==> config.mk <==
export PLATFORM = sky130hd
export DESIGN_NAME = sync_pulse_classifier
export DESIGN_NICKNAME = d
export VERILOG_FILES = /design/src/rtl/spc_pkg.sv /design/src/rtl/spc_echo_mux.sv /design/src/rtl/spc_pulse_meter.sv /design/src/rtl/spc_classifier.sv /design/src/rtl/sync_pulse_classifier.sv
export SDC_FILE = /design/constraint.sdc
export NUM_CORES = 1
export LEC_CHECK = 0
export ABC_AREA = 0
export BUFFER_PORTS_ARGS = -buffer_cell sky130_fd_sc_hd__buf_2
export CORE_ASPECT_RATIO = 0.7
export CORE_MARGIN = 8
export CORE_UTILIZATION = 35
export DETAILED_ROUTE_END_ITERATION = 8
export PLACE_DENSITY = 0.65
export SYNTH_ARGS = -nofsm -noshare
export SYNTH_HDL_FRONTEND = slang
export SYNTH_HIERARCHICAL = 1
export SYNTH_SLANG_ARGS = --single-unit
==> constraint.sdc <==
create_clock -name clk_i -period 2.7 [get_ports clk_i]
set_input_delay 0.54 -clock clk_i [delete_from_list [all_inputs] [get_ports clk_i]]
set_output_delay 0.54 -clock clk_i [all_outputs]
set_load 0.1 [all_outputs]
==> src/rtl/spc_pkg.sv <==
package spc_pkg;
  localparam int NUM_ERR = 4;
  localparam int F_FORMAT  = 0;
  localparam int F_EARLY   = 1;
  localparam int F_LOST    = 2;
  localparam int F_ILLEGAL = 3;

  typedef enum logic [2:0] {
    PC_NONE,
    PC_SYNC_N,
    PC_SYNC_A,
    PC_FORMAT,
    PC_ILLEGAL
  } pulse_cls_e;
endpackage

==> src/rtl/spc_echo_mux.sv <==
module spc_echo_mux #(
  parameter int HOLD_TICKS = 16
) (
  input  logic clk_i,
  input  logic rst_ni,
  input  logic bus_dom_i,
  input  logic tx_active_i,
  input  logic tx_dom_i,
  output logic line_o
);
  localparam int HW = $clog2(HOLD_TICKS + 1);
  localparam logic [HW-1:0] HOLD_L = HW'(HOLD_TICKS);

  logic [HW-1:0] hold_q;

  always_ff @(posedge clk_i or negedge rst_ni) begin
    if (!rst_ni)                hold_q <= '0;
    else if (tx_active_i)       hold_q <= HOLD_L;
    else if (hold_q != '0)      hold_q <= hold_q - 1'b1;
  end

  assign line_o = (tx_active_i || hold_q != '0) ? tx_dom_i : bus_dom_i;

  assert_echo_hold_R11: assert property (@(posedge clk_i) disable iff (!rst_ni)
    $fell(tx_active_i) |-> hold_q == HOLD_L);
endmodule

==> src/rtl/spc_pulse_meter.sv <==
module spc_pulse_meter #(
  parameter int LEN_W = 5
) (
  input  logic             clk_i,
  input  logic             rst_ni,
  input  logic             line_i,
  output logic             end_o,
  output logic [LEN_W-1:0] len_o
);
  localparam logic [LEN_W-1:0] SAT = '1;

  logic [LEN_W-1:0] cnt_q;

  always_ff @(posedge clk_i or negedge rst_ni) begin
    if (!rst_ni)          cnt_q <= '0;
    else if (line_i)      cnt_q <= (cnt_q == SAT) ? cnt_q : cnt_q + 1'b1;
    else                  cnt_q <= '0;
  end

  // pulse is judged on the first recessive tick
  assign end_o = !line_i && (cnt_q != '0);
  assign len_o = cnt_q;

  assert_len_sat_R2: assert property (@(posedge clk_i) disable iff (!rst_ni)
    (line_i && cnt_q == SAT) |=> cnt_q == SAT);
endmodule

==> src/rtl/spc_classifier.sv <==
module spc_classifier
  import spc_pkg::*;
#(
  parameter int LEN_W     = 5,
  parameter int START_SEQ = 3,
  parameter int SYN_A_MIN = 10,
  parameter int SYN_A_MAX = 14,
  parameter int SYN_N_MIN = 20,
  parameter int SYN_N_MAX = 24
) (
  input  logic [LEN_W-1:0] len_i,
  input  logic             early_i,
  input  logic             synced_i,
  output pulse_cls_e       cls_o
);
  localparam logic [LEN_W-1:0] L_SS  = LEN_W'(START_SEQ);
  localparam logic [LEN_W-1:0] L_AMN = LEN_W'(SYN_A_MIN);
  localparam logic [LEN_W-1:0] L_AMX = LEN_W'(SYN_A_MAX);
  localparam logic [LEN_W-1:0] L_NMN = LEN_W'(SYN_N_MIN);
  localparam logic [LEN_W-1:0] L_NMX = LEN_W'(SYN_N_MAX);

  logic in_alarm, in_normal;
  assign in_alarm  = (len_i > L_AMN) && (len_i < L_AMX);
  assign in_normal = (len_i > L_NMN) && (len_i < L_NMX);

  always_comb begin
    if (in_normal)              cls_o = PC_SYNC_N;
    else if (in_alarm)          cls_o = PC_SYNC_A;
    else if (!synced_i)         cls_o = PC_NONE;
    else if (!early_i)          cls_o = PC_ILLEGAL;
    else if (len_i <= L_SS)     cls_o = PC_NONE;
    else if (len_i <= L_AMN)    cls_o = PC_FORMAT;
    else                        cls_o = PC_ILLEGAL;
  end
endmodule

==> src/rtl/sync_pulse_classifier.sv <==
module sync_pulse_classifier
  import spc_pkg::*;
#(
  parameter int BIT_TICKS = 2,
  parameter int ECHO_BITS = 8,
  parameter int START_SEQ = 3,
  parameter int SYN_A_MIN = 10,
  parameter int SYN_A_MAX = 14,
  parameter int SYN_N_MIN = 20,
  parameter int SYN_N_MAX = 24,
  parameter int CYC_MIN   = 100,
  parameter int CYC_MAX   = 150,
  parameter int IDLE_MIN  = 8
) (
  input  logic               clk_i,
  input  logic               rst_ni,
  input  logic               bus_dom_i,
  input  logic               tx_active_i,
  input  logic               tx_dom_i,
  input  logic [NUM_ERR-1:0] err_en_i,
  input  logic [NUM_ERR-1:0] err_clr_i,
  output logic [NUM_ERR-1:0] err_flags_o,
  output logic               irq_o,
  output logic               synced_o,
  output logic               txrx_ok_o,
  output logic               sync_pulse_o,
  output logic               alarm_o
);
  localparam int LEN_W     = $clog2(SYN_N_MAX + 2);
  localparam int CYC_W     = $clog2(CYC_MAX + 1);
  localparam int IDLE_W    = $clog2(IDLE_MIN + 1);
  localparam int EARLY_LIM = CYC_MIN - SYN_N_MAX;
  localparam logic [CYC_W-1:0]  CYC_MAX_L = CYC_W'(CYC_MAX);
  localparam logic [CYC_W-1:0]  EARLY_L   = CYC_W'(EARLY_LIM);
  localparam logic [IDLE_W-1:0] IDLE_L    = IDLE_W'(IDLE_MIN);

  logic             line;
  logic             pulse_end;
  logic [LEN_W-1:0] pulse_len;
  pulse_cls_e       cls;

  logic [CYC_W-1:0]   cyc_q;
  logic [IDLE_W-1:0]  idle_q;
  logic               synced_q, sync_pulse_q, alarm_q;
  logic [NUM_ERR-1:0] flags_q, flag_set;
  logic               early, accept, lost_evt, illegal_evt, format_evt;

  spc_echo_mux #(.HOLD_TICKS(ECHO_BITS * BIT_TICKS)) u_echo (
    .clk_i, .rst_ni, .bus_dom_i, .tx_active_i, .tx_dom_i, .line_o(line)
  );

  spc_pulse_meter #(.LEN_W(LEN_W)) u_meter (
    .clk_i, .rst_ni, .line_i(line), .end_o(pulse_end), .len_o(pulse_len)
  );

  spc_classifier #(
    .LEN_W(LEN_W), .START_SEQ(START_SEQ),
    .SYN_A_MIN(SYN_A_MIN), .SYN_A_MAX(SYN_A_MAX),
    .SYN_N_MIN(SYN_N_MIN), .SYN_N_MAX(SYN_N_MAX)
  ) u_cls (
    .len_i(pulse_len), .early_i(early), .synced_i(synced_q), .cls_o(cls)
  );

  assign early       = cyc_q < EARLY_L;
  assign accept      = pulse_end && (cls == PC_SYNC_N || cls == PC_SYNC_A);
  assign format_evt  = pulse_end && cls == PC_FORMAT;
  assign illegal_evt = pulse_end && cls == PC_ILLEGAL;
  assign lost_evt    = synced_q && (cyc_q == CYC_MAX_L) && !accept;

  always_comb begin
    flag_set            = '0;
    flag_set[F_FORMAT]  = format_evt;
    flag_set[F_EARLY]   = accept && synced_q && early;
    flag_set[F_LOST]    = lost_evt;
    flag_set[F_ILLEGAL] = illegal_evt;
  end

  always_ff @(posedge clk_i or negedge rst_ni) begin
    if (!rst_ni) begin
      cyc_q        <= '0;
      synced_q     <= 1'b0;
      idle_q       <= '0;
      flags_q      <= '0;
      sync_pulse_q <= 1'b0;
      alarm_q      <= 1'b0;
    end else begin
      sync_pulse_q <= accept;
      flags_q      <= (flags_q & ~err_clr_i) | flag_set;
      if (accept) alarm_q <= (cls == PC_SYNC_A);

      if (accept)                             cyc_q <= '0;
      else if (!synced_q)                     cyc_q <= '0;
      else if (cyc_q != CYC_MAX_L)            cyc_q <= cyc_q + 1'b1;

      if (accept)                             synced_q <= 1'b1;
      else if (lost_evt || illegal_evt)       synced_q <= 1'b0;

      if (accept)                             idle_q <= '0;
      else if (format_evt)                    idle_q <= IDLE_L;
      else if (idle_q != '0)                  idle_q <= idle_q - 1'b1;
    end
  end

  assign err_flags_o  = flags_q;
  assign irq_o        = |(flags_q & err_en_i);
  assign synced_o     = synced_q;
  assign txrx_ok_o    = synced_q && (idle_q == '0);
  assign sync_pulse_o = sync_pulse_q;
  assign alarm_o      = alarm_q;

  assert_flag_sticky_R9: assert property (@(posedge clk_i) disable iff (!rst_ni)
    1'b1 |=> ((($past(err_flags_o) & ~$past(err_clr_i)) & ~err_flags_o) == '0));
  assert_irq_source_R10: assert property (@(posedge clk_i) disable iff (!rst_ni)
    irq_o |-> (err_flags_o != '0));
  assert_txrx_needs_sync_R5: assert property (@(posedge clk_i) disable iff (!rst_ni)
    txrx_ok_o |-> synced_o);
  assert_lost_desync_R8: assert property (@(posedge clk_i) disable iff (!rst_ni)
    $rose(err_flags_o[F_LOST]) |-> !synced_o);
  assert_illegal_desync_R7: assert property (@(posedge clk_i) disable iff (!rst_ni)
    $rose(err_flags_o[F_ILLEGAL]) |-> !synced_o);
  assert_early_resync_R4: assert property (@(posedge clk_i) disable iff (!rst_ni)
    $rose(err_flags_o[F_EARLY]) |-> (sync_pulse_o && synced_o));
  assert_cyc_bound_R8: assert property (@(posedge clk_i) disable iff (!rst_ni)
    cyc_q <= CYC_MAX_L);
endmodule

=== Word level (Yosys, flattened, before mapping) ===
Index checks and enable logic that the tools add are counted.

* Bits in latches: 0
* Bits in read-only memories: 0
* Memories: 0
* Bits in writable memories: 0
* Bits in registers: 29
* Input port bits: 13

* Shift-type cells: 0
* Reductions and logical operators: 24
* $lt $le $gt $ge: 7
* Mux-type cells: 19
* Equal/unequal tests: 9
* Multiply operators: 0
* Div/mod/pow operators: 0
* Bitwise gates (word level): 4
* Add/sub/neg operators: 4

{| class="wikitable"
|+ Operators by type and width
! cell !! count
|-
| 8-bit two-way mux || 3
|-
| 5-bit two-way mux || 4
|-
| 3-bit two-way mux || 6
|-
| 4-bit two-way mux || 3
|-
| 1-bit logical AND || 11
|-
| 5-bit nonzero test || 2
|-
| 8-bit by 1-bit adder with 8-bit output, second input constant || 1
|-
| 4-bit AND || 2
|-
| 8-bit equality test, second input constant || 1
|-
| 8-bit by 7-bit less-than comparator with 1-bit output, second input constant || 1
|-
| 8-bit inequality test, second input constant || 1
|-
| 3-bit by 2-bit equality test with 1-bit output, second input constant || 2
|-
| 5-bit by 1-bit adder with 5-bit output, second input constant || 1
|-
| 5-bit equality test, second input constant || 1
|-
| 5-bit by 4-bit > comparator with 1-bit output, second input constant || 1
|-
| 5-bit > comparator, second input constant || 1
|-
| 5-bit by 2-bit <= comparator with 1-bit output, second input constant || 1
|-
| 5-bit by 4-bit <= comparator with 1-bit output, second input constant || 1
|-
| 5-bit by 4-bit less-than comparator with 1-bit output, second input constant || 1
|-
| 5-bit less-than comparator, second input constant || 1
|-
| 5-bit by 1-bit subtractor with 5-bit output, second input constant || 1
|-
| 4-bit logical NOT || 1
|-
| 4-bit NOT || 1
|-
| 4-bit bitwise OR || 1
|-
| other kinds (12) || 18
|}

=== Logic depth before layout (Yosys ltp) ===
* Word-level depth: 15
* Mapped depth: 10

=== By module ===
Netlist, hierarchy kept.

{| class="wikitable"
|+ By module, submodules not included
! module !! instances !! cells each !! area an instance (sq um) !! seq. area each (sq um)
|-
| sync_pulse_classifier || 1 || 98 || 991.0 || 475.5
|-
| spc_pulse_meter || 1 || 25 || 281.5 || 125.1
|-
| spc_echo_mux || 1 || 27 || 271.5 || 125.1
|-
| spc_classifier || 1 || 13 || 86.3 || 0.0
|}

=== Worst setup path after synthesis ===
OpenSTA, ideal clock, no wires.

* Path type: register to register
* Start: reg u_echo.hold_q[0]
* End: reg flags_q[2] (netlist: err_flags_o[2])
* Data arrival time: 2.349 ns
* Period minus slack after synthesis: 2.490 ns
* Setup time: 0.142 ns
* Setup slack: 0.210 ns
* Cell stages (with the launch flop): 11
* Cell sequence: dfrtp_1 > inv_1 > ha_1 > or4b_1 > buf_2 > nor2_4 > mux2_1 > nor2_1 > nand2b_1 > o21ai_2 > o22ai_1

* Longest elaborated chain between the ends: 9

{| class="wikitable"
|+ Ends and longest elaborated chain
! item !! RTL line !! source
|-
| start: declaration || spc_echo_mux.sv:14 || <nowiki>logic [HW-1:0] hold_q;</nowiki>
|-
| start signal: assignment || spc_echo_mux.sv:19 || <nowiki>else if (hold_q != '0) hold_q <= hold_q - 1'b1;</nowiki>
|-
| 5-bit nonzero test || spc_echo_mux.sv:22 || <nowiki>assign line_o = (tx_active_i || hold_q != '0) ? tx_dom_i : bus_dom_i;</nowiki>
|-
| 1-bit logical OR || spc_echo_mux.sv:22 ||
|-
| 1-bit two-way mux || spc_echo_mux.sv:22 ||
|-
| via line || sync_pulse_classifier.sv:37 || <nowiki>logic line;</nowiki>
|-
| 1-bit logical NOT || spc_pulse_meter.sv:21 || <nowiki>assign end_o = !line_i && (cnt_q != '0);</nowiki>
|-
| 1-bit logical AND || spc_pulse_meter.sv:21 ||
|-
| via pulse_end || sync_pulse_classifier.sv:38 || <nowiki>logic pulse_end;</nowiki>
|-
| 1-bit logical AND || sync_pulse_classifier.sv:65 || <nowiki>assign accept = pulse_end && (cls == PC_SYNC_N || cls == PC_SYNC_A);</nowiki>
|-
| 1-bit logical NOT || sync_pulse_classifier.sv:68 || <nowiki>assign lost_evt = synced_q && (cyc_q == CYC_MAX_L) && !accept;</nowiki>
|-
| 1-bit logical AND || sync_pulse_classifier.sv:68 ||
|-
| 4-bit bitwise OR || sync_pulse_classifier.sv:88 || <nowiki>flags_q <= (flags_q & ~err_clr_i) | flag_set;</nowiki>
|-
| end signal: assignment || sync_pulse_classifier.sv:88 ||
|-
| end: declaration || sync_pulse_classifier.sv:45 || <nowiki>logic [NUM_ERR-1:0] flags_q, flag_set;</nowiki>
|}

The timed path passes the listed nets, and every way through them passes these cells.
A chain may end at the register's enable or synchronous reset.

=== Final worst setup path ===
Same ends and word-level chain as after synthesis.

==> results.json <==
{
  "status": "completed",
  "ys_seq_elements": 29,
  "seq_area_frac_synth": 0.445,
  "slew_viol_final": 0,
  "hold_buffers": 0,
  "cellLeakagePower_nw": 0.854,
  "syn_inst": 163,
  "ys.flop_type": "dfrtp_1",
  "synth_edf_count": 0,
  "worstSkewPairLatency_ns": 0.28,
  "crit_family": "simple AND/OR/NAND/NOR gates",
  "crit_slowest_cell": "or4b_1",
  "startpoint_type": "register",
  "final-hold-violation-count": 0,
  "syn_nets": 183,
  "cts-root-buf": "clkbuf_8",
  "final_common_cell": "dfrtp_1",
  "num_vias": 1263,
  "path_max_fanout": 5,
  "min_path_type": "primary input to async pin",
  "drc": 0,
  "coreArea_um2": 4400,
  "synth_area_leader_cell": "dfrtp_1",
  "gp_congestion": 0.800,
  "ys_types": 48,
  "gr-usage-all-layers": 0.0960,
  "cts_buffers": 5,
  "antenna_found_initial": 0,
  "cp-end-kind": "register",
  "critPathMaxStageDelay_ns": 0.52,
  "grt_pass1_vias": 1249,
  "slew_headroom": 0.564,
  "grt_pass1_wl_um": 5620,
  "syn_area_um2": 1630,
  "die_h_um": 73.1,
  "design_area_um2": 1960,
  "fin_crit_sh": 0.926,
  "drive_above_1_share": 0.241,
  "numPortBuffers": 21,
  "fmax_ghz": 0.400,
  "clk_pin_slew_ns": 0.07,
  "globalRouteOverflowTotal": 0,
  "cts_tree": "done",
  "synth_area_per_cell_um2": 10.0,
  "drt-initial-drc-count": 89,
  "dieArea_um2": 7130,
  "critical_path_class": "register to register",
  "detail_route.first_pass.iterations": 4,
  "final_nets": 214,
  "place_area_um2": 1830,
  "async_flop_share": 1.00,
  "fin_crit_ns": 2.50,
  "cts_resized": 0,
  "dpl.hpwl_um": 2460,
  "syn2layout_area_growth_pct": 20.2,
  "finalSetupTns_ns": 0,
  "ys_warn_count": 6,
  "start_util": 0.370,
  "clock_sinks": 29,
  "clk_path_buf_depth": 2,
  "num_rows": 20,
  "maxCapViolCount": 0,
  "top_level_ports": 22,
  "ir_drop_uv": 632,
  "synthTopCellsByArea": "dfrtp_1 (45%), ha_1 (5.4%), xnor2_1 (3.8%)",
  "layout_common_cells": "dfrtp_1 (29), buf_2 (21), inv_1 (12)",
  "critPathRequiredTime_ns": 2.86,
  "routed_wl_um": 3320,
  "crit_chain": "inv_1 -> ha_1 -> or4b_1 -> nor2_4 -> mux2_1 -> nor2_1 -> nand2b_1 -> o21ai_2 -> buf_4 -> o22ai_1",
  "grt_max_degree": 30,
  "final.setup_skew_ns": 0.00674,
  "die_w_um": 97.6,
  "diodes": 0,
  "h-tree-depth": 2,
  "cts_setup_buffers": 0,
  "setup_violations": 0,
  "rsz0062_at_grt": "false",
  "wl_per_cell_um": 13.3,
  "yosysTopAreaCellShare": 0.445,
  "crit_buf_inv": 2,
  "via_per_inst": 5.05,
  "ant_nets": 0,
  "cellPowerDensity_nw_per_um2": 964,
  "cp.arrival_ns": 2.67,
  "tightest_slew_ns": 0.653
}
## cell usage after synthesis, types with 3 or more instances
| library cell | instances |
|---|---|
| and2_1 | 4 |
| o21ai_0 | 8 |
| xnor2_1 | 7 |
| nand3_1 | 7 |
| a21oi_1 | 11 |
| nand2b_1 | 5 |
| nand3b_1 | 4 |
| nor2b_1 | 5 |
| ha_1 | 7 |
| nor2_1 | 11 |
| o31ai_1 | 3 |
| nand2_1 | 7 |
| a211oi_1 | 3 |
| inv_1 | 12 |
| nor3_1 | 4 |
| dfrtp_1 | 29 |
## worst paths after layout
path	to	depth (start not counted)	startpoint	slack (ns)
max reg2reg	err_flags_o[2]	10	u_echo/hold_q[0]	0.20
min reg2reg	u_echo/hold_q[4]	1	u_echo/hold_q[4]	0.50
min	u_echo/hold_q[0]	1	rst_ni	0.28
max	err_flags_o[2]	10	u_echo/hold_q[0]	0.20
min in group clk_i	err_flags_o[0]	2	err_clr_i[0]	0.43
max in group asynchronous	cyc_q[4]	1	rst_ni	1.98
## state kept, by name, indices dropped and copies added, names as in the netlist
name	cells
cyc_q	8
u_echo/hold_q	5
idle_q	4
u_meter/len_o	5
err_flags_o	4
alarm_o	1
synced_o	1
sync_pulse_o	1
## report_power, final
| part | switching (mW) | total (mW) | internal (mW) |
|---|---|---|---|
| sequential | 0.133 | 0.681 | 0.548 |
| clock | 0.168 | 0.535 | 0.366 |
| combinational | 0.399 | 0.673 | 0.275 |
## per-stage QoR
step | instances | hold slack, ns | worst slack, ns | power (mW) | util
floorplan | 163 | 0.244 | 0.210 | 1.20 | -
global placement | 242 | 0.483 | 0.237 | 1.36 | 0.414
detailed placement | 242 | 0.485 | 0.210 | 1.36 | 0.414
CTS | 250 | 0.323 | 0.182 | 1.91 | 0.445
global route | 250 | 0.352 | 0.0521 | 2.00 | 0.445
finish | 250 | 0.279 | 0.199 | 1.89 | 0.445
## metal layers
metal  global-route usage  up-vias  part of all wire
li1                     -      644                 -
met4               0.0251        0            0.0033
met1                0.129      595              0.56
met5                    0        -                 0
met2                0.137       22              0.39
met3               0.0397        2             0.052
## kinds of logic (layout without fill, tap and decap cells)
kind of cell               count (synthesis)  after routing  synth area share
and+or+nand+nor                           62             62             0.233
AOI/OAI and AO/OA                         39             39             0.161
muxes                                      4              4            0.0261
buffers and inverters                     14             46            0.0376
DFF                                       29             29             0.445
xor gates and xnor gates                   8              8            0.0430
adders and majority gates                  7              7            0.0537
## layout make-up
class	instances	area, um2
Clock buffer	5	68.8
Inverter	12	45.0
Multi-Input combinational cell	120	843
Fill cell	450	2440
Tap cell	55	68.8
Sequential cell	29	726
Clock inverter	3	65.1
Timing Repair Buffer	26	143
No activity file was read; power rests on OpenSTA's default activity.
